File: config.mk
export PLATFORM = sky130hd
export DESIGN_NAME = lite_timer_wdg
export DESIGN_NICKNAME = d
export VERILOG_FILES = /design/src/rtl/ltw_pkg.sv /design/src/rtl/ltw_timebase.sv /design/src/rtl/ltw_capture.sv /design/src/rtl/ltw_watchdog.sv /design/src/rtl/lite_timer_wdg.sv
export SDC_FILE = /design/constraint.sdc
export NUM_CORES = 1
export LEC_CHECK = 0
export BUFFER_PORTS_ARGS = -buffer_cell sky130_fd_sc_hd__buf_4
export CAP_MARGIN = 20
export CORE_MARGIN = 5
export CORE_UTILIZATION = 51
export DETAILED_ROUTE_END_ITERATION = 8
export HOLD_SLACK_MARGIN = 0.08
export PLACE_DENSITY = 0.78
export SLEW_MARGIN = 25
export SYNTH_ARGS = -nofsm -noshare
export SYNTH_HDL_FRONTEND = slang
export SYNTH_SLANG_ARGS = --single-unit
File: constraint.sdc
create_clock -name clk -period 1.5 [get_ports clk]
set_clock_uncertainty 0.05 [all_clocks]
set_input_delay 0.15 -clock clk [delete_from_list [all_inputs] [get_ports clk]]
set_output_delay 0.15 -clock clk [all_outputs]
set_load 0.01 [all_outputs]
File: src/rtl/ltw_pkg.sv
`timescale 1ns/1ps
package ltw_pkg;
  localparam int unsigned CSR_OFS = 11;
  localparam int unsigned CAP_OFS = 12;
  localparam int B_CAP_IE  = 7;
  localparam int B_CAP_F   = 6;
  localparam int B_TB_LONG = 5;
  localparam int B_TB_IE   = 4;
  localparam int B_TB_F    = 3;
  localparam int B_WD_CAUSE = 2;
  localparam int B_WD_EN   = 1;
  localparam int B_WD_HOLD = 0;
endpackage

File: src/rtl/ltw_timebase.sv
`timescale 1ns/1ps
module ltw_timebase #(
  parameter int PRESC    = 32,
  parameter int TB_STEPS = 250,
  parameter int CNT_W    = 8
) (
  input  logic             clk,
  input  logic             rst_n,
  input  logic             long_sel,
  input  logic             flag_clr,
  output logic [CNT_W-1:0] cnt,
  output logic             tick,
  output logic             flag
);
  localparam int PRE_W = (PRESC > 1) ? $clog2(PRESC) : 1;
  localparam logic [PRE_W-1:0] PRE_LAST = PRE_W'(PRESC - 1);
  localparam logic [CNT_W-1:0] CNT_LAST = CNT_W'(TB_STEPS - 1);

  logic [PRE_W-1:0] pre_q;
  logic             step, wrap, half_q;

  assign step = (pre_q == PRE_LAST);
  assign wrap = step && (cnt == CNT_LAST);
  assign tick = wrap && (!long_sel || half_q);

  always_ff @(posedge clk or negedge rst_n) begin
    if (!rst_n) begin
      pre_q  <= '0;
      cnt    <= '0;
      half_q <= 1'b0;
      flag   <= 1'b0;
    end else begin
      pre_q <= step ? '0 : pre_q + 1'b1;
      if (wrap)      cnt <= '0;
      else if (step) cnt <= cnt + 1'b1;
      if (wrap) half_q <= ~half_q;
      if (tick)          flag <= 1'b1;
      else if (flag_clr) flag <= 1'b0;
    end
  end
endmodule

File: src/rtl/ltw_capture.sv
`timescale 1ns/1ps
module ltw_capture #(
  parameter int CNT_W = 8,
  parameter int SYNC  = 2
) (
  input  logic             clk,
  input  logic             rst_n,
  input  logic             pin,
  input  logic [CNT_W-1:0] cnt,
  input  logic             rd_clr,
  output logic [CNT_W-1:0] value,
  output logic             flag
);
  logic [SYNC:0] sh_q;
  logic          edge_seen;

  assign edge_seen = sh_q[SYNC] ^ sh_q[SYNC-1];

  always_ff @(posedge clk or negedge rst_n) begin
    if (!rst_n) begin
      sh_q  <= '0;
      value <= '0;
      flag  <= 1'b1;
    end else begin
      sh_q <= {sh_q[SYNC-1:0], pin};
      if (rd_clr) begin
        flag <= 1'b0;
      end else if (edge_seen && !flag) begin
        flag  <= 1'b1;
        value <= cnt;
      end
    end
  end
endmodule

File: src/rtl/ltw_watchdog.sv
`timescale 1ns/1ps
module ltw_watchdog #(
  parameter int PERIOD = 16000
) (
  input  logic clk,
  input  logic rst_n,
  input  logic lvd_rst_n,
  input  logic en,
  input  logic hold_set,
  input  logic force_rst,
  input  logic cause_clr,
  output logic hold,
  output logic cause,
  output logic req,
  output logic pend
);
  localparam int WD_W = $clog2(PERIOD);
  localparam logic [WD_W-1:0] WD_LAST = WD_W'(PERIOD - 1);

  logic [WD_W-1:0] cnt_q;
  logic            fire;

  assign pend = (cnt_q == WD_LAST);
  assign fire = force_rst || (pend && en && !hold);

  always_ff @(posedge clk or negedge rst_n) begin
    if (!rst_n) begin
      cnt_q <= '0;
      hold  <= 1'b0;
      req   <= 1'b0;
    end else begin
      cnt_q <= pend ? '0 : cnt_q + 1'b1;
      req   <= fire;
      if (pend)          hold <= 1'b0;
      else if (hold_set) hold <= 1'b1;
    end
  end

  always_ff @(posedge clk or negedge lvd_rst_n) begin
    if (!lvd_rst_n)     cause <= 1'b0;
    else if (fire)      cause <= 1'b1;
    else if (cause_clr) cause <= 1'b0;
  end
endmodule

File: src/rtl/lite_timer_wdg.sv
`timescale 1ns/1ps
module lite_timer_wdg #(
  parameter int ADDR_W    = 4,
  parameter int PRESC     = 32,
  parameter int TB_STEPS  = 250,
  parameter int CNT_W     = 8,
  parameter int WD_PERIOD = 16000
) (
  input  logic              clk,
  input  logic              rst_n,
  input  logic              lvd_rst_n,
  input  logic              bus_sel,
  input  logic              bus_wr,
  input  logic [ADDR_W-1:0] bus_addr,
  input  logic [7:0]        bus_wdata,
  output logic [7:0]        bus_rdata,
  input  logic              cap_pin,
  output logic              cap_irq,
  output logic              tb_irq,
  output logic              wdg_reset_req
);
  import ltw_pkg::*;
  localparam logic [ADDR_W-1:0] CSR_A = ADDR_W'(CSR_OFS);
  localparam logic [ADDR_W-1:0] CAP_A = ADDR_W'(CAP_OFS);

  logic csr_hit, cap_hit, csr_rd, csr_wr, cap_rd;
  logic cap_ie_q, tb_long_q, tb_ie_q, wd_en_q, armed_q;
  logic [CNT_W-1:0] cnt, cap_value;
  logic cap_flag, tb_flag, tb_tick;
  logic wd_hold, wd_cause, wd_pend;
  logic [7:0] csr_view;
  logic unused_wbits;

  assign csr_hit = bus_sel && (bus_addr == CSR_A);
  assign cap_hit = bus_sel && (bus_addr == CAP_A);
  assign csr_rd  = csr_hit && !bus_wr;
  assign csr_wr  = csr_hit && bus_wr;
  assign cap_rd  = cap_hit && !bus_wr;
  assign unused_wbits = ^{bus_wdata[B_CAP_F], bus_wdata[B_TB_F]};

  always_ff @(posedge clk or negedge rst_n) begin
    if (!rst_n) begin
      cap_ie_q  <= 1'b0;
      tb_long_q <= 1'b0;
      tb_ie_q   <= 1'b0;
      wd_en_q   <= 1'b0;
      armed_q   <= 1'b0;
    end else begin
      if (csr_wr) begin
        cap_ie_q  <= bus_wdata[B_CAP_IE];
        tb_long_q <= bus_wdata[B_TB_LONG];
        tb_ie_q   <= bus_wdata[B_TB_IE];
        wd_en_q   <= bus_wdata[B_WD_EN];
      end
      if (csr_rd)      armed_q <= 1'b1;
      else if (csr_wr) armed_q <= 1'b0;
    end
  end

  ltw_timebase #(.PRESC(PRESC), .TB_STEPS(TB_STEPS), .CNT_W(CNT_W)) u_tb (
    .clk(clk), .rst_n(rst_n), .long_sel(tb_long_q), .flag_clr(csr_rd),
    .cnt(cnt), .tick(tb_tick), .flag(tb_flag)
  );

  ltw_capture #(.CNT_W(CNT_W), .SYNC(2)) u_cap (
    .clk(clk), .rst_n(rst_n), .pin(cap_pin), .cnt(cnt), .rd_clr(cap_rd),
    .value(cap_value), .flag(cap_flag)
  );

  ltw_watchdog #(.PERIOD(WD_PERIOD)) u_wd (
    .clk(clk), .rst_n(rst_n), .lvd_rst_n(lvd_rst_n), .en(wd_en_q),
    .hold_set(csr_wr && bus_wdata[B_WD_HOLD]),
    .force_rst(csr_wr && bus_wdata[B_WD_CAUSE]),
    .cause_clr(csr_wr && !bus_wdata[B_WD_CAUSE] && armed_q),
    .hold(wd_hold), .cause(wd_cause), .req(wdg_reset_req), .pend(wd_pend)
  );

  always_comb begin
    csr_view = '0;
    csr_view[B_CAP_IE]   = cap_ie_q;
    csr_view[B_CAP_F]    = cap_flag;
    csr_view[B_TB_LONG]  = tb_long_q;
    csr_view[B_TB_IE]    = tb_ie_q;
    csr_view[B_TB_F]     = tb_flag;
    csr_view[B_WD_CAUSE] = wd_cause;
    csr_view[B_WD_EN]    = wd_en_q;
    csr_view[B_WD_HOLD]  = wd_hold;
  end

  always_comb begin
    if (bus_addr == CSR_A)      bus_rdata = csr_view;
    else if (bus_addr == CAP_A) bus_rdata = 8'(cap_value);
    else                        bus_rdata = 8'h00;
  end

  assign cap_irq = cap_ie_q && cap_flag;
  assign tb_irq  = tb_ie_q && tb_flag;
endmodule

==> results.yml, run 1 <==
pwr:
  total_power_mw: 2.50
  peakVddDrop_v: 0.000574
  pwr_density_cell_nw_per_um2: 840
  static-leakage-power_nw: 1.34
floorplanning:
  core-area_um2: 4090
  rows: 23
  die-area_um2: 5730
  fp.dieH_um: 75.7
  fp.dieW_um: 75.7
  start_util: 0.538
  io-pin-count: 29
logic_synthesis:
  synth_xor_area_frac: 0.0677
  synth_compound_area_frac: 0.0899
  ys.flop_type: "dfrtp_1"
  synthCells: 185
  synth_edf_count: 0
  synthAdderAreaFrac: 0.0284
  avgSynthCellArea_um2: 11.9
  ys_types: 37
  syn_area_um2: 2200
  synthMuxAreaShare: 0.0705
  ys_top_cells_by_area: "dfrtp_1 (55%), mux2_2 (6.1%), xor2_1 (4.0%)"
  synth-async-reset-ratio: 1.00
  yosys.area.top_type: "dfrtp_1"
  synth_top_family_by_area: "simple AND/OR/NAND/NOR gates"
  synth-seq-cells: 49
  synth.most_common_cell: "dfrtp_1"
  seq_area_frac_synth: 0.558
  yosys_warnings: 0
  syn-num-nets: 208
  synthTopCellsByCount: "dfrtp_1 (48), nor2_1 (17), mux2_2 (12), nand2_1 (11), xor2_1 (10)"
  synth_top_area_frac: 0.546
  synth-simple-area-share: 0.171
placed_design:
  dp_hpwl_mm: 2.89
  place_congestion: 0.825
  placed_area_um2: 2600
  dp_worst_setup_slack_ns: -0.101
  io_buffers: 26
run_status:
  failed_checks: "negative setup slack"
  status: "complete, but fails checks"
grt:
  grt_pass1_vias: 1689
  overflow: 0
  grt_first_pass_wirelength_mm: 8.10
  antenna_found_initial: 0
  grt_usage: 0.196
  grt_max_degree: 49
clocking:
  cts_tree: "yes"
  clockRootBuffer: "clkbuf_8"
  h-tree-depth: 2
  clk_path_buf_depth: 2
  clk_latency_ns: 0.30
  clkSinkCount: 49
  cts_inserted_buffers: 5
  cts.reportedPaths.clkPinSlew_ns: 0.08
timing:
  rsz0062_at_grt: "yes"
  tightest_slew_ns: 0.576
  setup_viol: 17
  clock.fmax_ghz: 0.624
  fin_ws_ns: -0.101
  finalHoldViolCount: 0
  slew_violations: 0
  timing.hold.ws_ns: 0.105
  slew_headroom: 0.616
  min_period_over_period: 1.07
  final.setup.tns_ns: -0.991
  finalCriticalPeriod_ns: 1.60
route:
  drc: 0
  num_vias: 1660
  routedWlPerCell_um: 16.3
  drt_wl_total_mm: 4.92
  drt.antenna.violating_nets: 0
  drt-pass1-iter-count: 4
  viasPerCell: 5.51
  first_iter_violations: 104
critical_path:
  reg2reg_slack_ns: -0.10
  critPathArrivalTime_ns: 1.79
  required_ns: 1.68
  critPathKind: "flip-flop to flip-flop"
  crit_family: "simple AND/OR/NAND/NOR gates"
  endpoint_kind: "flip-flop"
  critPathMaxFanout: 4
  cp-start-kind: "flip-flop"
  crit_buf_inv: 0
  cp_slowest_cell: "dfrtp_1"
  slowest_delay_ns: 0.37
  worstPathCellList: "ha_2, and3_4, ha_4, nand4_1, or3_1, a21oi_2"
min_path:
  min_path_type: "primary input to flip-flop"
cells_and_area:
  finalInstanceArea_um2: 2980
  num-nets-final: 274
  syn_to_final_growth_pct: 35.4
  num_antenna_cells: 0
  drive_above_1_share: 0.382
run:
  cap_violations: 0
==> final timing paths <==
path | start | end | cells past startpoint
max in group asynchronous | rst_n | u_wd.cnt_q[2] | 2
max | u_tb.pre_q[1] | u_tb.cnt[5] | 6
min reg2reg | u_cap.sh_q[0] | u_cap.sh_q[1] | 0
min in group asynchronous | lvd_rst_n | u_wd.cause | 2
max reg2reg | u_tb.pre_q[1] | u_tb.cnt[5] | 6
min | bus_sel | armed_q | 3
==> report_power, final <==
group	switching, mW	internal [mW]
Clock	0.417	0.485
Sequential	0.0407	1.37
Combinational	0.0870	0.104
Total	0.545	1.96
==> sequential cells by signal (all words and copies together) (netlist names), 3 cells and up <==
register	flops
u_tb.cnt	8
u_wd.cnt_q	14
u_cap.value	8
u_cap.sh_q	3
u_tb.pre_q	5
==> metrics by stage <==
stage / std cells / util
4_1_cts: 295 / 0.703
5_1_grt: 301 / 0.729
3_5_place_dp: 275 / 0.636
2_1_floorplan: 185 / -
3_3_place_gp: 275 / 0.636
6_report: 301 / 0.729
==> kinds of logic (layout without fill, tap and decap cells) <==
family	Yosys count	in the layout
multiplexers	14	14
flip-flops	49	49
AND/OR/NAND/NOR	65	66
adder cells (fa/ha/maj)	5	5
AO/OA/AOI/OAI	27	27
buffers and inverters	8	73
XOR/XNOR	17	17
==> metal layers <==
layer / wire length (um) / vias up / GRT usage
met3: 293 / 9 / 0.0580
li1: - / 788 / -
met5: 0 / - / 0
met2: 2440 / 46 / 0.311
met4: 96 / 0 / 0.0971
met1: 2090 / 817 / 0.244
==> layout by cell type (no fill, tap or decap), drive strengths merged, types with 2 or more instances in the layout <==
master / Yosys / routed
a31oi: 2 / 2
nand4: 5 / 5
inv: 4 / 4
nand2b: 3 / 3
dfrtp: 48 / 48
o21ai: 5 / 5
ha: 5 / 5
nand4b: 2 / 2
nor4: 3 / 3
a22o: 9 / 9
and2: 2 / 2
and3: 3 / 3
buf: 2 / 52
xnor2: 7 / 7
clkbuf: 2 / 5
or3: 4 / 4
nand3: 7 / 7
xor2: 10 / 10
nor3: 4 / 4
a21oi: 7 / 7
nand2: 11 / 11
dlygate4sd3: 0 / 10
nor2: 19 / 20
mux2i: 2 / 2
mux2: 12 / 12
==> worst min-delay path, stage by stage <==
cell and delay (ns):
buf_4 0.13, a21oi_1 0.06, nor2_1 0.08
==> cell type report <==
class,count,area [um2]
tap,50,62.6
inverter,4,15.0
multi-input combinational,129,1060
timing repair buffer,62,507
clock buffer,5,68.8
fill,251,1110
sequential,49,1230
clock inverter,2,35.0
==> repair_timing <==
item                       in CTS  in global routing
buffers inserted                3                  5
hold endpoints to repair       56                  0
setup endpoints to repair      28                 31
pin swaps                       4                 13
cloned                          0                  1
gates resized for setup         9                 17
hold buffers                   10                  0
Note: power is estimated with default switching activity, not from simulation.
==> inputs of run 2 (changes only) <==
- CORE_UTILIZATION: 51 -> 52
- SYNTH_HIERARCHICAL: default -> 1
==> results.yml, run 2 <==
critical_path:
  required_ns: 1.63
  critPathKind: "flip-flop to flip-flop"
  endpoint_kind: "flip-flop"
  cp-start-kind: "flip-flop"
  r2r-end: "u_tb/cnt[5]"
  critPathArrivalTime_ns: 1.75
  r2r_cells: 7
  rr_startpoint: "u_tb/pre_q[0]"
  reg2reg_slack_ns: -0.11
  critPathMaxFanout: 5
pwr:
  peakVddDrop_v: 0.000503
  pwr_density_cell_nw_per_um2: 769
  static-leakage-power_nw: 1.48
logic_synthesis:
  ys_top_cells_by_area: "dfrtp_1 (49%), mux2_4 (7.4%), xor2_1 (2.9%)"
  synthCells: 207
  yosys.area.top_type: "dfrtp_1"
  ys_types: 52
  synthTopCellsByCount: "dfrtp_1 (48), mux2_4 (12), nor2_1 (11), nor2b_1 (11)"
  avgSynthCellArea_um2: 11.7
  synth-seq-cells: 49
  synth_edf_count: 0
  synth_top_area_frac: 0.494
  syn-num-nets: 230
  syn_area_um2: 2430
  synth.most_common_cell: "dfrtp_1"
  yosys_warnings: 6
  synth-async-reset-ratio: 1.00
  seq_area_frac_synth: 0.505
  ys.flop_type: "dfrtp_1"
clocking:
  clk_latency_ns: 0.30
  h-tree-depth: 2
  clk_path_buf_depth: 2
  cts_inserted_buffers: 5
  cts.reportedPaths.clkPinSlew_ns: 0.09
  cts_tree: "yes"
  clkSinkCount: 49
  clockRootBuffer: "clkbuf_8"
route:
  top_layer: "met4"
  first_iter_violations: 127
  drc: 0
  drt-pass1-iter-count: 4
  routedWlPerCell_um: 15.5
  wl_met3_um: 167
  viasPerCell: 5.39
  drt-met1-wl_mm: 2.30
  drt.antenna.violating_nets: 0
  dr_wl_met2_mm: 2.49
  num_vias: 1747
  drt_wl_total_mm: 5.02
cells_and_area:
  largestRegisters: "u_wd/cnt_q (14), u_cap/value (8), u_tb/cnt (8)"
  final-seq-area_um2: 1230
  fillers: 314
  multi_input_area_um2: 1170
  layout_commonest_cell: "buf_4"
  num_antenna_cells: 0
  largest-register: "u_wd/cnt_q"
  largest_reg_flops: 14
  drive_above_1_share: 0.386
  fin_cells: 324
  layout_common_cells: "buf_4 (55), dfrtp_1 (48), mux2_4 (12), nor2b_1 (11), nor2_1 (11)"
  num-nets-final: 294
  syn_to_final_growth_pct: 27.2
floorplanning:
  fp.dieH_um: 78.4
  start_util: 0.547
  fp.dieW_um: 78.4
  core-area_um2: 4440
  die-area_um2: 6140
  io-pin-count: 29
  rows: 24
grt:
  overflow: 0
  grt_max_degree: 49
  grt_pass1_vias: 1788
  grt_first_pass_wirelength_mm: 8.65
  grt_usage: 0.178
  antenna_found_initial: 0
timing:
  rsz0062_at_grt: "yes"
  timing.hold.ws_ns: 0.112
  min_period_over_period: 1.08
  slew_violations: 0
  finalHoldViolCount: 0
  slew_headroom: 0.608
  clock.fmax_ghz: 0.620
  tightest_slew_ns: 0.588
  finalCriticalPeriod_ns: 1.61
  setup_viol: 10
  fin_ws_ns: -0.113
placed_design:
  io_buffers: 26
  dp_hpwl_mm: 3.46
  place_inst: 303
  dp_worst_setup_slack_ns: -0.111
  place_congestion: 0.890
run:
  cap_violations: 0
min_path:
  min_path_type: "primary input to async pin"
run_status:
  status: "complete, but fails checks"
  failed_checks: "negative setup slack"
[run 2: cells by family (layout without fill, tap and decap cells)]
logic type	count (synthesis)	after routing	share of synthesized area
mux	14	14	0.0829
flops	49	49	0.505
fa+ha+maj	5	5	0.0257
compound gates	34	34	0.0901
buf+inv	14	79	0.0376
simple gates	78	78	0.212
xor+xnor	13	13	0.0469
[run 2: where the power goes]
group,leakage (nW),switching (mW),internal [mW]
clock network,0.0439,0.430,0.322
registers,0.636,0.0387,1.37
logic,0.800,0.0887,0.129
[run 2: per-stage QoR]
| stage | total power, mW | util | cell area, um2 | TNS [ns] |
|---|---|---|---|---|
| after floorplan | 1.52 | - | 2460 | -0.109 |
| after global placement | 1.62 | 0.639 | 2840 | -0.676 |
| after detailed placement | 1.62 | 0.639 | 2840 | -1.04 |
| after CTS | 2.39 | 0.684 | 3040 | -0.609 |
| after global routing | 2.50 | 0.696 | 3090 | -1.74 |
| final | 2.38 | 0.696 | 3090 | -0.439 |
[run 2: repair_timing]
item / in CTS / in global routing
buffers inserted: 3 / 3
hold buffers: 7 / 0
setup endpoints to repair: 18 / 26
gates resized for setup: 6 / 9
endpoints found under the hold margin: 53 / 0
pin swaps: 4 / 9
[run 2: final cells by class]
type                            instances  share of cell area
Multi-Input combinational cell        144               0.380
Clock inverter                          3             0.00567
Inverter                                6             0.00728
Sequential cell                        49               0.397
Clock buffer                            5              0.0223
Timing Repair Buffer                   65               0.167
Tap cell                               52              0.0210
[run 2: critical path: stages, from the launching register on]
cell and delay, ns:
dfrtp_1 0.39, ha_2 0.19, and3_4 0.18, ha_4 0.17, nand4_1 0.13, buf_4 0.14, mux2i_1 0.19, nor3_1 0.06
[run 2: metal layers]
metal,track usage,vias to the layer above
met5,0,-
li1,-,858
met1,0.234,849
met2,0.293,35
met4,0.0524,0
met3,0.0446,5
[run 2: worst max-delay path by stage]
stage,depth (start not counted),start,slack [ns],end
after floorplan,6,u_tb/pre_q[0],-0.05,u_tb/cnt[7]
after global routing,7,u_tb/pre_q[1],-0.22,u_tb/cnt[5]
final,7,u_tb/pre_q[0],-0.11,u_tb/cnt[5]
after CTS,7,u_tb/pre_q[0],-0.11,u_tb/cnt[5]
after detailed placement,6,u_tb/pre_q[1],-0.11,u_tb/cnt[7]
after global placement,6,u_tb/pre_q[0],-0.07,u_tb/cnt[7]
